## src/rtl/f2i_pkg.sv

```systemverilog
`timescale 1ns/1ps
package f2i_pkg;
  localparam int EXP_W   = 8;
  localparam int MAN_W   = 23;
  localparam int INT_W   = 32;
  localparam int FLAG_W  = 3;
  localparam int BIAS    = 127;
  localparam int FRAC_W  = INT_W;            // fraction bits kept in the alignment window
  localparam int WIN_W   = INT_W + FRAC_W;
  localparam int SHIFT_W = $clog2(WIN_W);

  // flag bit positions
  localparam int FLG_INEXACT = 0;
  localparam int FLG_INVALID = 1;
  localparam int FLG_FLUSH   = 2;

  // exponent where the window shift is zero, and the largest exponent still converted
  localparam logic [EXP_W-1:0] EXP_TINY = EXP_W'(BIAS - FRAC_W + MAN_W);
  localparam logic [EXP_W-1:0] EXP_TOP  = EXP_W'(BIAS + INT_W - 1);
  localparam logic [EXP_W-1:0] EXP_MAX  = {EXP_W{1'b1}};

  typedef enum logic [1:0] {
    RM_NEAREST_EVEN = 2'b00,
    RM_TO_ZERO      = 2'b01,
    RM_TO_POS       = 2'b10,
    RM_TO_NEG       = 2'b11
  } rmode_e;

  typedef enum logic [2:0] {
    CL_ZERO, CL_FLUSH, CL_NAN, CL_HUGE, CL_NORM
  } cls_e;

  typedef struct packed {
    logic                sign;
    cls_e                cls;
    logic                tiny;
    logic [SHIFT_W-1:0]  shamt;
    logic [MAN_W:0]      mant;
    rmode_e              rmode;
  } s1_t;

  typedef struct packed {
    logic                sign;
    cls_e                cls;
    logic [INT_W-1:0]    mag;
    logic                rnd;
    logic                stk;
    rmode_e              rmode;
  } s2_t;
endpackage

```

## src/rtl/f2i_decode.sv

```systemverilog
`timescale 1ns/1ps
module f2i_decode
  import f2i_pkg::*;
(
  input  logic             clk,
  input  logic             rst_n,
  input  logic             in_valid,
  input  logic [1:0]       rmode,
  input  logic [INT_W-1:0] operand,
  output logic             out_valid,
  output s1_t              s1_q
);
  s1_t              s1_d;
  logic [EXP_W-1:0] expo;
  logic [MAN_W-1:0] frac;

  always_comb begin
    expo        = operand[INT_W-2 -: EXP_W];
    frac        = operand[MAN_W-1:0];
    s1_d        = '0;
    s1_d.sign   = operand[INT_W-1];
    s1_d.mant   = {(expo != '0), frac};
    s1_d.rmode  = rmode_e'(rmode);
    s1_d.tiny   = (expo < EXP_TINY);
    s1_d.shamt  = SHIFT_W'(expo - EXP_TINY);
    if (expo == '0)
      s1_d.cls = (frac == '0) ? CL_ZERO : CL_FLUSH;
    else if (expo == EXP_MAX)
      s1_d.cls = (frac != '0) ? CL_NAN : CL_HUGE;
    else if (expo > EXP_TOP)
      s1_d.cls = CL_HUGE;
    else
      s1_d.cls = CL_NORM;
  end

  always_ff @(posedge clk or negedge rst_n) begin
    if (!rst_n) out_valid <= 1'b0;
    else        out_valid <= in_valid;
  end

  always_ff @(posedge clk or negedge rst_n) begin
    if (!rst_n)        s1_q <= '0;
    else if (in_valid) s1_q <= s1_d;
  end
endmodule

```

## src/rtl/f2i_align.sv

```systemverilog
`timescale 1ns/1ps
module f2i_align
  import f2i_pkg::*;
(
  input  logic clk,
  input  logic rst_n,
  input  logic in_valid,
  input  s1_t  s1,
  output logic out_valid,
  output s2_t  s2_q
);
  s2_t              s2_d;
  logic [WIN_W-1:0] win;

  always_comb begin
    win         = {{(WIN_W-MAN_W-1){1'b0}}, s1.mant} << s1.shamt;
    s2_d        = '0;
    s2_d.sign   = s1.sign;
    s2_d.cls    = s1.cls;
    s2_d.rmode  = s1.rmode;
    if (s1.cls == CL_NORM) begin
      if (s1.tiny) begin
        s2_d.stk = 1'b1;                      // nonzero, below the window
      end else begin
        s2_d.mag = win[WIN_W-1 -: INT_W];
        s2_d.rnd = win[FRAC_W-1];
        s2_d.stk = |win[FRAC_W-2:0];
      end
    end
  end

  always_ff @(posedge clk or negedge rst_n) begin
    if (!rst_n) out_valid <= 1'b0;
    else        out_valid <= in_valid;
  end

  always_ff @(posedge clk or negedge rst_n) begin
    if (!rst_n)        s2_q <= '0;
    else if (in_valid) s2_q <= s2_d;
  end
endmodule

```

## src/rtl/f2i_round.sv

```systemverilog
`timescale 1ns/1ps
module f2i_round
  import f2i_pkg::*;
(
  input  logic              clk,
  input  logic              rst_n,
  input  logic              in_valid,
  input  s2_t               s2,
  output logic              out_valid,
  output logic [INT_W-1:0]  res,
  output logic [FLAG_W-1:0] flags
);
  localparam logic [INT_W:0] POS_LIM = {2'b00, {(INT_W-1){1'b1}}};
  localparam logic [INT_W:0] NEG_LIM = {2'b01, {(INT_W-1){1'b0}}};

  logic              up, inexact, ovf;
  logic [INT_W:0]    mag_r;
  logic [INT_W-1:0]  sat, res_d, res_q;
  logic [FLAG_W-1:0] flg_d, flg_q;

  always_comb begin
    inexact = s2.rnd | s2.stk;
    unique case (s2.rmode)
      RM_NEAREST_EVEN: up = s2.rnd & (s2.stk | s2.mag[0]);
      RM_TO_ZERO:      up = 1'b0;
      RM_TO_POS:       up = ~s2.sign & inexact;
      RM_TO_NEG:       up = s2.sign & inexact;
      default:         up = 1'b0;
    endcase
    mag_r = {1'b0, s2.mag} + {{INT_W{1'b0}}, up};
    ovf   = s2.sign ? (mag_r > NEG_LIM) : (mag_r > POS_LIM);
    sat   = s2.sign ? {1'b1, {(INT_W-1){1'b0}}} : {1'b0, {(INT_W-1){1'b1}}};
    res_d = '0;
    flg_d = '0;
    case (s2.cls)
      CL_ZERO:  ;
      CL_FLUSH: flg_d[FLG_FLUSH] = 1'b1;
      CL_NAN:   flg_d[FLG_INVALID] = 1'b1;
      CL_HUGE: begin
        res_d              = sat;
        flg_d[FLG_INVALID] = 1'b1;
      end
      default: begin
        if (ovf) begin
          res_d              = sat;
          flg_d[FLG_INVALID] = 1'b1;
        end else begin
          res_d              = s2.sign ? ({INT_W{1'b0}} - mag_r[INT_W-1:0])
                                       : mag_r[INT_W-1:0];
          flg_d[FLG_INEXACT] = inexact;
        end
      end
    endcase
  end

  always_ff @(posedge clk or negedge rst_n) begin
    if (!rst_n) out_valid <= 1'b0;
    else        out_valid <= in_valid;
  end

  always_ff @(posedge clk or negedge rst_n) begin
    if (!rst_n) begin
      res_q <= '0;
      flg_q <= '0;
    end else if (in_valid) begin
      res_q <= res_d;
      flg_q <= flg_d;
    end
  end

  assign res   = res_q;
  assign flags = out_valid ? flg_q : '0;
endmodule

```

## src/rtl/f2i_sticky_flags.sv

```systemverilog
`timescale 1ns/1ps
module f2i_sticky_flags
  import f2i_pkg::*;
#(
  parameter int NUM_SRC = 3
) (
  input  logic                      clk,
  input  logic                      rst_n,
  input  logic                      wr_i,
  input  logic [FLAG_W-1:0]         wdata_i,
  input  logic [NUM_SRC*FLAG_W-1:0] upd_i,
  output logic [FLAG_W-1:0]         flags_o
);
  logic [FLAG_W-1:0] base, merged, flags_q;
  logic              load;

  assign base = wr_i ? wdata_i : flags_q;
  assign load = wr_i | (|upd_i);

  for (genvar b = 0; b < FLAG_W; b++) begin : g_bit
    logic [NUM_SRC-1:0] col;
    for (genvar s = 0; s < NUM_SRC; s++) begin : g_src
      assign col[s] = upd_i[s*FLAG_W + b];
    end
    assign merged[b] = base[b] | (|col);
  end

  always_ff @(posedge clk or negedge rst_n) begin
    if (!rst_n)    flags_q <= '0;
    else if (load) flags_q <= merged;
  end

  assign flags_o = flags_q;
endmodule

```

## src/rtl/fp2int_conv.sv

```systemverilog
`timescale 1ns/1ps
module fp2int_conv
  import f2i_pkg::*;
#(
  parameter int NUM_EXT_SRC = 2
) (
  input  logic                          clk,
  input  logic                          rst_n,
  input  logic                          issue_i,
  input  logic                          guard_i,
  input  logic [1:0]                    rmode_i,
  input  logic [INT_W-1:0]              operand_i,
  output logic                          res_valid_o,
  output logic [INT_W-1:0]              res_o,
  output logic [FLAG_W-1:0]             flag_upd_o,
  input  logic [NUM_EXT_SRC*FLAG_W-1:0] ext_upd_i,
  input  logic                          sw_wr_i,
  input  logic [FLAG_W-1:0]             sw_wdata_i,
  output logic [FLAG_W-1:0]             sticky_o
);
  localparam int NUM_SRC = NUM_EXT_SRC + 1;

  logic op_go, v1, v2;
  s1_t  s1;
  s2_t  s2;

  assign op_go = issue_i & guard_i;

  f2i_decode u_decode (
    .clk(clk), .rst_n(rst_n), .in_valid(op_go), .rmode(rmode_i),
    .operand(operand_i), .out_valid(v1), .s1_q(s1)
  );

  f2i_align u_align (
    .clk(clk), .rst_n(rst_n), .in_valid(v1), .s1(s1),
    .out_valid(v2), .s2_q(s2)
  );

  f2i_round u_round (
    .clk(clk), .rst_n(rst_n), .in_valid(v2), .s2(s2),
    .out_valid(res_valid_o), .res(res_o), .flags(flag_upd_o)
  );

  f2i_sticky_flags #(.NUM_SRC(NUM_SRC)) u_sticky (
    .clk(clk), .rst_n(rst_n), .wr_i(sw_wr_i), .wdata_i(sw_wdata_i),
    .upd_i({ext_upd_i, flag_upd_o}), .flags_o(sticky_o)
  );
endmodule

```

## config.mk

```make
export PLATFORM = sky130hd
export DESIGN_NAME = fp2int_conv
export DESIGN_NICKNAME = d
export VERILOG_FILES = /design/src/rtl/f2i_pkg.sv /design/src/rtl/f2i_decode.sv /design/src/rtl/f2i_align.sv /design/src/rtl/f2i_round.sv /design/src/rtl/f2i_sticky_flags.sv /design/src/rtl/fp2int_conv.sv
export SDC_FILE = /design/constraint.sdc
export NUM_CORES = 1
export LEC_CHECK = 0
export ABC_CLOCK_PERIOD_IN_PS = 5400
export CORE_MARGIN = 4
export CORE_UTILIZATION = 45
export DETAILED_ROUTE_END_ITERATION = 8
export PLACE_DENSITY = 0.66
export SLEW_MARGIN = 20
export SYNTH_ARGS = -nofsm -noshare
export SYNTH_HDL_FRONTEND = slang
export SYNTH_SLANG_ARGS = --single-unit
```

## constraint.sdc

```tcl
create_clock -name clk -period 5.4 [get_ports clk]
set_clock_uncertainty 0.15 [all_clocks]
set_input_delay 0.54 -clock clk [delete_from_list [all_inputs] [get_ports clk]]
set_output_delay 0.54 -clock clk [all_outputs]
set_load 0.05 [all_outputs]
```

==> results.py, run 1 <==
metrics = {
    "final_layout": {
        "nets": 1088,
        "drive_gt1_share_pct": 12.5,
        "n_antenna_cell": 0,
        "final_common_cell": "dfrtp_1",
        "mostFrequentLayoutCells": "dfrtp_1 (118), nand2_1 (100), nor2_1 (87)",
        "fillCellCount": 1758,
        "finalInstanceArea_um2": 10000,
        "area_delta_synth_final_pct": 17.6,
    },
    "clock_network": {
        "clockBufferDepth": 2,
        "numCtsBuffers": 17,
        "cts_hold_buf": 0,
        "clkTransAtPathRegs_ps": 60,
        "cts_htree_levels": 4,
        "postCtsSetupBuffers": 0,
        "clock-root-buffer": "clkbuf_16",
        "clkLatencyLatePin_ps": 430,
        "cts_resized": 0,
        "cts_sinks": 118,
        "cts_tree": "done",
    },
    "place": {
        "dpl_cell_area_um2": 9480,
        "hpwl_mm": 18.2,
        "portBuffers": 86,
        "gp_congestion": 0.960,
    },
    "sta": {
        "hold_viol": 3,
        "final_max_slew_viol_count": 0,
        "finalSetupTns_ps": 0,
        "fin_crit_ps": 4790,
        "rsz0062_at_grt": "false",
        "slew_headroom_pct": 35.6,
        "finalSetupViolCount": 0,
        "finalCritPeriodShare_pct": 88.6,
        "fmax_ghz": 0.209,
        "hold_ws_ps": -2.13,
        "worst_pin_slew_ps": 966,
    },
    "yosys": {
        "syn_nets": 1041,
        "yosys_warnings": 0,
        "ys.flop_type": "dfrtp_1",
        "synth-seq-area-share_pct": 34.6,
        "syn_inst": 988,
        "synth-edff-count": 0,
        "synth_seq_cells": 118,
        "avgSynthCellArea_um2": 8.64,
        "async_reset_ff_share_pct": 100,
        "ys_types": 68,
        "syn-cell-area_um2": 8530,
    },
    "power": {
        "p_leak_nw": 3.81,
        "total_power_w": 0.00352,
        "ir_drop_v": 0.000242,
        "power.density_nw_per_um2": 351,
    },
    "setup_path": {
        "r2r-end": "u_round.res[4]",
        "r2r_setup_slack_ps": 610,
        "worst-endpoint-required_ps": 5600,
        "r2r_start": "u_align.s2_q[0]",
        "rr_worst_depth": 17,
        "crit_arrival_ps": 4990,
        "worstSetupPathType": "reg -> reg",
        "cp_max_fo": 26,
        "end_kind": "flop",
        "start_kind": "flop",
    },
    "global_route": {
        "antenna_found_initial": 0,
        "grt_pass1_vias": 7501,
        "grt.overflow.total": 0,
        "grtUsageTotal_pct": 22.9,
        "grt_max_degree": 67,
        "grt_pass1_wl_mm": 40.0,
    },
    "die": {
        "rows": 50,
        "fp.dieArea_um2": 21200,
        "io_pins": 87,
        "start_util_pct": 45.6,
        "core_um2": 18700,
        "die_y_um": 146,
        "dieWidth_um": 146,
    },
    "route": {
        "vias": 7788,
        "drt_iter0_drc": 653,
        "detail_route.wl_per_cell_um": 18.9,
        "dr.pass1.iters": 6,
        "viasPerCell": 6.08,
        "drc": 0,
        "ant_nets": 0,
        "drt-total-wl_mm": 24.2,
    },
    "run_status": {
        "violations": "hold timing",
        "status": "finished, violations left",
    },
    "flow_run": {
        "cap_viol_max_count": 0,
    },
    "worst_hold_path": {
        "hold_class": "in -> async",
    },
}
worst max path at each step:
stage	end	depth (start not counted)	slack (ps)	start
2_1_floorplan	u_round.res[22]	19	1260	u_align.s2_q[39]
3_3_place_gp	u_round.res[4]	18	660	u_align.s2_q[0]
3_5_place_dp	u_round.res[4]	18	630	u_align.s2_q[0]
4_1_cts	u_round.res[4]	17	610	u_align.s2_q[0]
5_1_grt	u_round.res[5]	17	20	u_align.s2_q[0]
6_report	u_round.res[4]	17	610	u_align.s2_q[0]
report_power, final:
part | switching, W | total [W] | leakage, nW | internal (W)
logic | 0.000786 | 0.00131 | 2.08 | 0.000520
registers | 0.000134 | 0.00113 | 1.47 | 0.000998
clock network | 0.000430 | 0.00108 | 0.257 | 0.000653
Yosys cell counts, types with 6 or more instances:
| master | number | area (um2) |
|---|---|---|
| a211oi_1 | 9 | 67.6 |
| a21oi_1 | 53 | 265 |
| a22oi_1 | 10 | 75.1 |
| a31oi_1 | 8 | 50.1 |
| and2_1 | 14 | 87.6 |
| and3_1 | 6 | 37.5 |
| and4_1 | 10 | 87.6 |
| buf_1 | 12 | 45.0 |
| buf_2 | 12 | 60.1 |
| buf_4 | 6 | 45.0 |
| clkbuf_1 | 41 | 154 |
| dfrtp_1 | 118 | 2950 |
| inv_1 | 30 | 113 |
| mux2_2 | 62 | 698 |
| mux2i_1 | 27 | 270 |
| mux4_2 | 9 | 203 |
| nand2_1 | 100 | 375 |
| nand2b_1 | 9 | 56.3 |
| nand3_1 | 31 | 155 |
| nand4_1 | 20 | 125 |
| nor2_1 | 87 | 327 |
| nor2b_1 | 6 | 37.5 |
| nor3_1 | 24 | 120 |
| nor4_1 | 29 | 181 |
| o21ai_0 | 54 | 270 |
| o22ai_1 | 34 | 213 |
| o2bb2ai_1 | 12 | 105 |
| o31ai_1 | 9 | 67.6 |
| or4_1 | 7 | 52.6 |
| xnor2_1 | 45 | 394 |
| xor2_1 | 14 | 123 |
layer usage:
layer,wire [um],global-route usage [%],vias up,part of all wire (%)
met5,0,0,-,0
met4,474,7.26,0,2.0
met3,1140,3.61,40,4.7
met2,11600,38.2,282,48
met1,11000,30.7,3716,45
li1,-,-,3750,-
per-stage QoR:
step	util (%)	std cells	hold WS [ps]	setup WS (ps)
after floorplan	-	988	94.4	1260
after global placement	50.7	1250	322	659
after detailed placement	50.7	1250	324	630
after CTS	53.7	1281	16.2	608
after global routing	53.7	1281	54.5	20.4
final	53.7	1281	-2.13	615
area by class of cell:
cell class | count | area, um2 | area share, %
Inverter | 32 | 120 | 1.20
Clock buffer | 20 | 457 | 4.55
Sequential cell | 118 | 2950 | 29.4
Multi-Input combinational cell | 767 | 5160 | 51.4
Timing Repair Buffer | 99 | 956 | 9.52
Clock inverter | 11 | 103 | 1.02
Tap cell | 234 | 293 | 2.92
state kept, by name (all words and copies together), names as in the netlist:
signal,cells
u_round.res,32
u_sticky.flags_o,3
u_align.out_valid,1
u_align.s2_q,40
u_round.flg_q,3
u_round.out_valid,1
u_decode.out_valid,1
u_decode.s1_q,37
cells by family (layout without fill, tap and decap cells):
kind of cell | after synthesis | in the layout | synth area share, %
muxes | 98 | 98 | 13.7
adders and majority gates | 5 | 5 | 0.733
DFF | 118 | 118 | 34.6
xor gates and xnor gates | 59 | 59 | 6.05
AOI/OAI and AO/OA | 240 | 240 | 18.4
and+or+nand+nor | 365 | 365 | 21.6
buffers and inverters | 103 | 162 | 4.97
critical path, stage by stage (launching register included):
cell and delay [ps]:
dfrtp_1 350, inv_1 100, a21oi_1 70, a31oi_1 120, o21ai_0 90, a21oi_1 140, ha_1 370, ha_1 480
nand4_1 440, nor4_1 510, xnor2_1 240, o31a_1 280, nand4_1 300, nor4_1 330, o31a_1 190, buf_4 270
nand3b_1 110, a21oi_1 140
Power figures use the tool's default switching activity.
==> inputs of run 2 (changes only) <==
- ABC_CLOCK_PERIOD_IN_PS: 5400 -> 4830
- CORE_UTILIZATION: 45 -> 55
- PLACE_DENSITY: 0.66 -> 0.78
- clock period: 5.4 -> 4.83 ns (I/O delays scaled with it)
==> run 2 against run 1 <==
The flow now finishes without violations; sequential cell count stayed put; final cell count is 2.4% lower; clock power is 15% higher; first-iteration DRC count is 29% higher; die area is 17% lower; routed wire length is 7.0% higher; sequential power is 11% higher; hold slack better by 350 ps; global-route usage is 6.4 points higher; via count is 4.2% higher; critical path type unchanged.
==> results.py, run 2 (synthesis gave the netlist of run 1 again) <==
metrics = {
    "final_layout": {
        "nets": 1102,
        "largest_register": "u_align.s2_q",
        "area_delta_synth_final_pct": 18.7,
        "final_common_cell": "dfrtp_1",
        "mostFrequentLayoutCells": "dfrtp_1 (118), nand2_1 (100), nor2_1 (87)",
        "fin_util_pct": 66.6,
        "fillCellCount": 1271,
        "drive_gt1_share_pct": 13.7,
        "finalInstanceArea_um2": 10100,
        "n_antenna_cell": 0,
        "largest_register_ffs": 40,
    },
    "clock_network": {
        "clkLatencyLatePin_ps": 430,
        "clkTransAtPathRegs_ps": 70,
        "cts_htree_levels": 4,
        "cts_tree": "done",
        "cts_sinks": 118,
        "clockBufferDepth": 2,
        "numCtsBuffers": 17,
        "postCtsSetupBuffers": 0,
        "clock-root-buffer": "clkbuf_16",
    },
    "die": {
        "dieWidth_um": 133,
        "core_um2": 15200,
        "fp.dieArea_um2": 17600,
        "io_pins": 87,
        "rows": 45,
        "die_y_um": 133,
        "start_util_pct": 56.1,
    },
    "global_route": {
        "antenna_found_initial": 0,
        "grt.overflow.total": 0,
        "grt_pass1_wl_mm": 41.8,
        "grtUsageTotal_pct": 29.4,
        "grt_pass1_vias": 7558,
        "grt_max_degree": 82,
    },
    "power": {
        "power.switching_w": 0.00161,
        "ir_drop_v": 0.000241,
        "seqPwrFrac_pct": 31.1,
        "swShare_pct": 40.1,
        "clockPowerShare_pct": 30.8,
        "total_power_w": 0.00402,
        "p_int_w": 0.00241,
        "p_leak_nw": 3.90,
        "p_comb_share_pct": 38.1,
        "power.density_nw_per_um2": 397,
    },
    "setup_path": {
        "r2r_setup_slack_ps": 280,
        "crit_start": "u_align.s2_q[0]",
        "cp_max_fo": 31,
        "start_kind": "flop",
        "end_kind": "flop",
        "r2r_start": "u_align.s2_q[0]",
        "crit_path_cell_trace": "inv_1 > a21oi_1 > a31oi_1 > o21ai_0 > a21oi_1 > ha_1 > ha_2 > nand4_1 > nor4_1 > buf_4 > and4_1 > nor2_1 > nor4_1 > nand4_1 > a211oi_2 > a21oi_2 > buf_4 > o22ai_1",
        "worstSetupPathType": "reg -> reg",
        "cp_top_family": "simple AND/OR/NAND/NOR gates",
        "worst-endpoint-required_ps": 5020,
        "rr_worst_depth": 18,
        "slowest_stage": "nor4_1",
        "r2r-end": "u_round.res[26]",
        "critical_path_buf_inv_count": 3,
        "crit_arrival_ps": 4740,
        "cp.depth": 18,
        "slowest_delay_ps": 410,
    },
    "sta": {
        "hold_viol": 0,
        "worst_pin_slew_ps": 1050,
        "slew_headroom_pct": 29.4,
        "finalCritPeriodShare_pct": 94.2,
        "finalSetupViolCount": 0,
        "final_max_slew_viol_count": 0,
        "hold_ws_ps": 351,
        "fmax_ghz": 0.220,
        "fin_crit_ps": 4550,
    },
    "place": {
        "hpwl_mm": 19.5,
        "gp_congestion": 1.05,
        "portBuffers": 86,
        "dpl_cell_area_um2": 9530,
    },
    "route": {
        "vias": 8115,
        "detail_route.wl_per_cell_um": 20.8,
        "drt-total-wl_mm": 25.9,
        "viasPerCell": 6.49,
        "drt_iter0_drc": 844,
        "drc": 0,
        "ant_nets": 0,
        "dr.pass1.iters": 7,
    },
    "worst_hold_path": {
        "hold_class": "reg -> reg",
        "min_delay_worst_endpoint": "u_round.flg_q[1]",
        "min-delay-start": "u_round.flg_q[1]",
        "hold_path_depth": 1,
    },
    "flow_run": {
        "cap_viol_max_count": 0,
    },
    "run_status": {
        "status": "complete, no violations",
    },
}
-- run 2: cell types whose count changed in the layout (fill, tap and decap cells not counted), moves of 2 or more --
cell,change
buf_4,+11
inv_8,+7
clkinvlp_4,-4
clkbuf_8,-2
clkinv_2,-2
inv_6,+2
-- run 2: power groups by stage --
| stage | registers [W] | clock network, W | logic (W) |
|---|---|---|---|
| after floorplan | 0.00140 | 0 | 0.000893 |
| after global placement | 0.00126 | 0 | 0.00149 |
| after detailed placement | 0.00126 | 0 | 0.00149 |
| after CTS | 0.00125 | 0.00125 | 0.00151 |
| after global routing | 0.00127 | 0.00130 | 0.00164 |
| final | 0.00125 | 0.00124 | 0.00153 |
-- run 2: per-layer routing --
layer | track usage [%] | share of wire [%] | vias up
met5 | 0 | 0.035 | -
li1 | - | - | 3777
met1 | 41.5 | 44 | 3882
met2 | 46.0 | 46 | 403
met3 | 5.67 | 7.8 | 51
met4 | 8.95 | 2.4 | 2
-- run 2: what timing repair did --
item / CTS / global route
resized for setup: 0 / 1
hold buffers: 0 / 1
setup endpoints to repair: 0 / 3
hold endpoints to repair: 0 / 11
-- run 2: cell type report --
class                           count  area, um2  share of cell area (%)
Clock inverter                     15        154                    1.52
Sequential cell                   118       2950                    29.2
Multi-Input combinational cell    767       5160                    51.0
Tap cell                          188        235                    2.32
Clock buffer                       17        425                    4.20
Timing Repair Buffer              113       1080                    10.7
Inverter                           32        120                    1.19
-- run 2: how the worst max path moves through the flow --
stage	endpoint	slack, ps
finish	u_round.res[26]	280
global route	u_round.res[31]	-30
CTS	u_round.res[31]	290
detailed placement	u_round.res[26]	370
global placement	u_round.res[26]	450
floorplan	u_round.res[22]	690
-- run 2: through the flow --
step / setup TNS, ps / std cells / setup slack (ps)
after global routing: -26.1 / 1250 / -25.0
after global placement: 0 / 1217 / 454
after detailed placement: 0 / 1217 / 375
after floorplan: 0 / 988 / 693
final: 0 / 1250 / 280
after CTS: 0 / 1249 / 292
==> inputs of run 3 (changes only) <==
- CORE_MARGIN: 4 -> default
- CTS_CLUSTER_DIAMETER: default -> 80
==> run 3 against run 2 <==
Combinational power is essentially flat; critical path depth shrank 2; global-route usage grew 4.0 points; highest routed layer is now met4; largest cell class unchanged.
==> results.py, run 3 (synthesis gave the netlist of run 1 again) <==
metrics = {
    "setup_path": {
        "slowest_stage": "o41ai_1",
        "rr_worst_depth": 16,
        "r2r_start": "u_align.s2_q[0]",
        "cp_max_fo": 13,
        "critical_path_buf_inv_count": 1,
        "cp_top_family": "compound AO/OA/AOI/OAI gates",
        "end_kind": "flop",
        "crit_arrival_ps": 4570,
        "crit_path_cell_trace": "inv_1 > a21oi_1 > a31oi_1 > o21ai_0 > a21oi_1 > ha_1 > ha_2 > and4_1 > nand2_1 > nor4_1 > o31a_1 > nand4_1 > o41ai_1 > xor2_1 > o21ai_0 > o22ai_1",
        "r2r_setup_slack_ps": 450,
        "slowest_delay_ps": 470,
        "worst-endpoint-required_ps": 5020,
        "r2r-end": "u_round.res[29]",
        "worstSetupPathType": "reg -> reg",
        "start_kind": "flop",
    },
    "final_layout": {
        "largest_register_ffs": 40,
        "area_delta_synth_final_pct": 18.3,
        "nets": 1100,
        "mostFrequentLayoutCells": "dfrtp_1 (118), nand2_1 (100), nor2_1 (87)",
        "drive_gt1_share_pct": 13.7,
        "largest_register": "u_align.s2_q",
        "finalInstanceArea_um2": 10100,
        "final_common_cell": "dfrtp_1",
        "n_antenna_cell": 0,
        "fillCellCount": 1259,
    },
    "clock_network": {
        "cts_htree_levels": 4,
        "numCtsBuffers": 17,
        "cts_sinks": 118,
        "clockBufferDepth": 2,
        "postCtsSetupBuffers": 0,
        "clkLatencyLatePin_ps": 430,
        "cts_tree": "done",
        "clock-root-buffer": "clkbuf_16",
        "clkTransAtPathRegs_ps": 70,
    },
    "die": {
        "rows": 45,
        "start_util_pct": 56.3,
        "core_um2": 15100,
        "dieWidth_um": 127,
        "fp.dieArea_um2": 16000,
        "io_pins": 87,
        "die_y_um": 127,
    },
    "sta": {
        "hold_viol": 0,
        "finalCritPeriodShare_pct": 90.6,
        "rsz0062_at_grt": "false",
        "finalSetupTns_ps": 0,
        "fmax_ghz": 0.229,
        "finalSetupViolCount": 0,
        "worst_pin_slew_ps": 1120,
        "slew_headroom_pct": 25.3,
        "timing.final.ws_setup_ps": 455,
        "fin_crit_ps": 4380,
        "final_max_slew_viol_count": 0,
    },
    "power": {
        "p_leak_nw": 3.89,
        "power.density_nw_per_um2": 397,
        "total_power_w": 0.00400,
        "ir_drop_v": 0.000239,
    },
    "place": {
        "dpl_cell_area_um2": 9500,
        "gp_congestion": 0.957,
        "hpwl_mm": 19.6,
        "portBuffers": 86,
        "post-place-ws_ps": 473,
    },
    "worst_hold_path": {
        "hold_path_depth": 1,
        "hold_class": "reg -> reg",
        "min-delay-start": "u_round.flg_q[0]",
        "min_delay_worst_endpoint": "u_round.flg_q[0]",
    },
    "route": {
        "viasPerCell": 6.44,
        "ant_nets": 0,
        "drt-total-wl_mm": 25.6,
        "dr.pass1.iters": 7,
        "drt_iter0_drc": 702,
        "drc": 0,
        "detail_route.wl_per_cell_um": 20.5,
        "vias": 8033,
    },
    "global_route": {
        "antenna_found_initial": 0,
        "grt_pass1_vias": 7494,
        "grt_pass1_wl_mm": 41.2,
        "grt_max_degree": 82,
        "grt.overflow.total": 0,
        "grtUsageTotal_pct": 33.4,
    },
    "flow_run": {
        "cap_viol_max_count": 0,
    },
    "run_status": {
        "status": "complete, no violations",
    },
}
## run 3: changes by cell type in the layout (fill, tap and decap cells not counted), sizes merged
cell / before / now
inv: 40 / 41
buf: 27 / 25
clkinv: 5 / 4
## run 3: what timing repair did
action	4_1_cts	5_1_grt
gates resized for setup	0	1
hold buffers	0	1
setup endpoints to repair	0	23
endpoints found under the hold margin	0	11
## run 3: layer usage
layer / wire length (um) / global-route usage [%] / share of wire, % / vias to the layer above
met5: 0 / 0 / 0 / -
met4: 465 / 11.3 / 1.8 / 0
met3: 1530 / 4.98 / 6.0 / 34
met2: 12100 / 54.2 / 47 / 304
met1: 11500 / 45.7 / 45 / 3914
li1: - / - / - / 3781
## run 3: power breakdown
part	switching [W]	leakage, nW	internal, W
Clock	0.000541	0.278	0.000685
Combinational	0.000911	2.14	0.000596
Sequential	0.000156	1.47	0.00112
## run 3: metrics by stage
step	hold slack, ps	std cells	util [%]
after floorplan	37.4	988	-
after global placement	311	1215	62.8
after detailed placement	312	1215	62.8
after CTS	103	1247	66.5
after global routing	376	1248	66.7
final	338	1248	66.7
## run 3: worst max path at each step
stage               depth (start not counted)              from              end  slack [ps]
finish                                     16   u_align.s2_q[0]  u_round.res[29]         450
global route                               17   u_align.s2_q[0]  u_round.res[30]          10
CTS                                        16   u_align.s2_q[0]  u_round.res[29]         420
detailed placement                         16   u_align.s2_q[0]  u_round.res[29]         470
global placement                           18   u_align.s2_q[0]  u_round.res[23]         550
floorplan                                  19  u_align.s2_q[39]  u_round.res[22]         690
## run 3: final cells by class
| type | count | area [um2] | area share (%) |
|---|---|---|---|
| Inverter | 32 | 120 | 1.19 |
| Multi-Input combinational cell | 767 | 5160 | 51.1 |
| Sequential cell | 118 | 2950 | 29.3 |
| Tap cell | 188 | 235 | 2.33 |
| Clock buffer | 17 | 425 | 4.21 |
| Clock inverter | 15 | 149 | 1.47 |
| Timing Repair Buffer | 111 | 1050 | 10.4 |
## run 3: worst register-to-register path, delay by kind of cell (launching register included)
family / cells / cell delay (ps)
AO/OA/AOI/OAI: 8 / 1440
XOR/XNOR: 1 / 200
adder cells (fa/ha/maj): 2 / 700
buffers and inverters: 1 / 90
flip-flops: 1 / 360
AND/OR/NAND/NOR: 4 / 1350
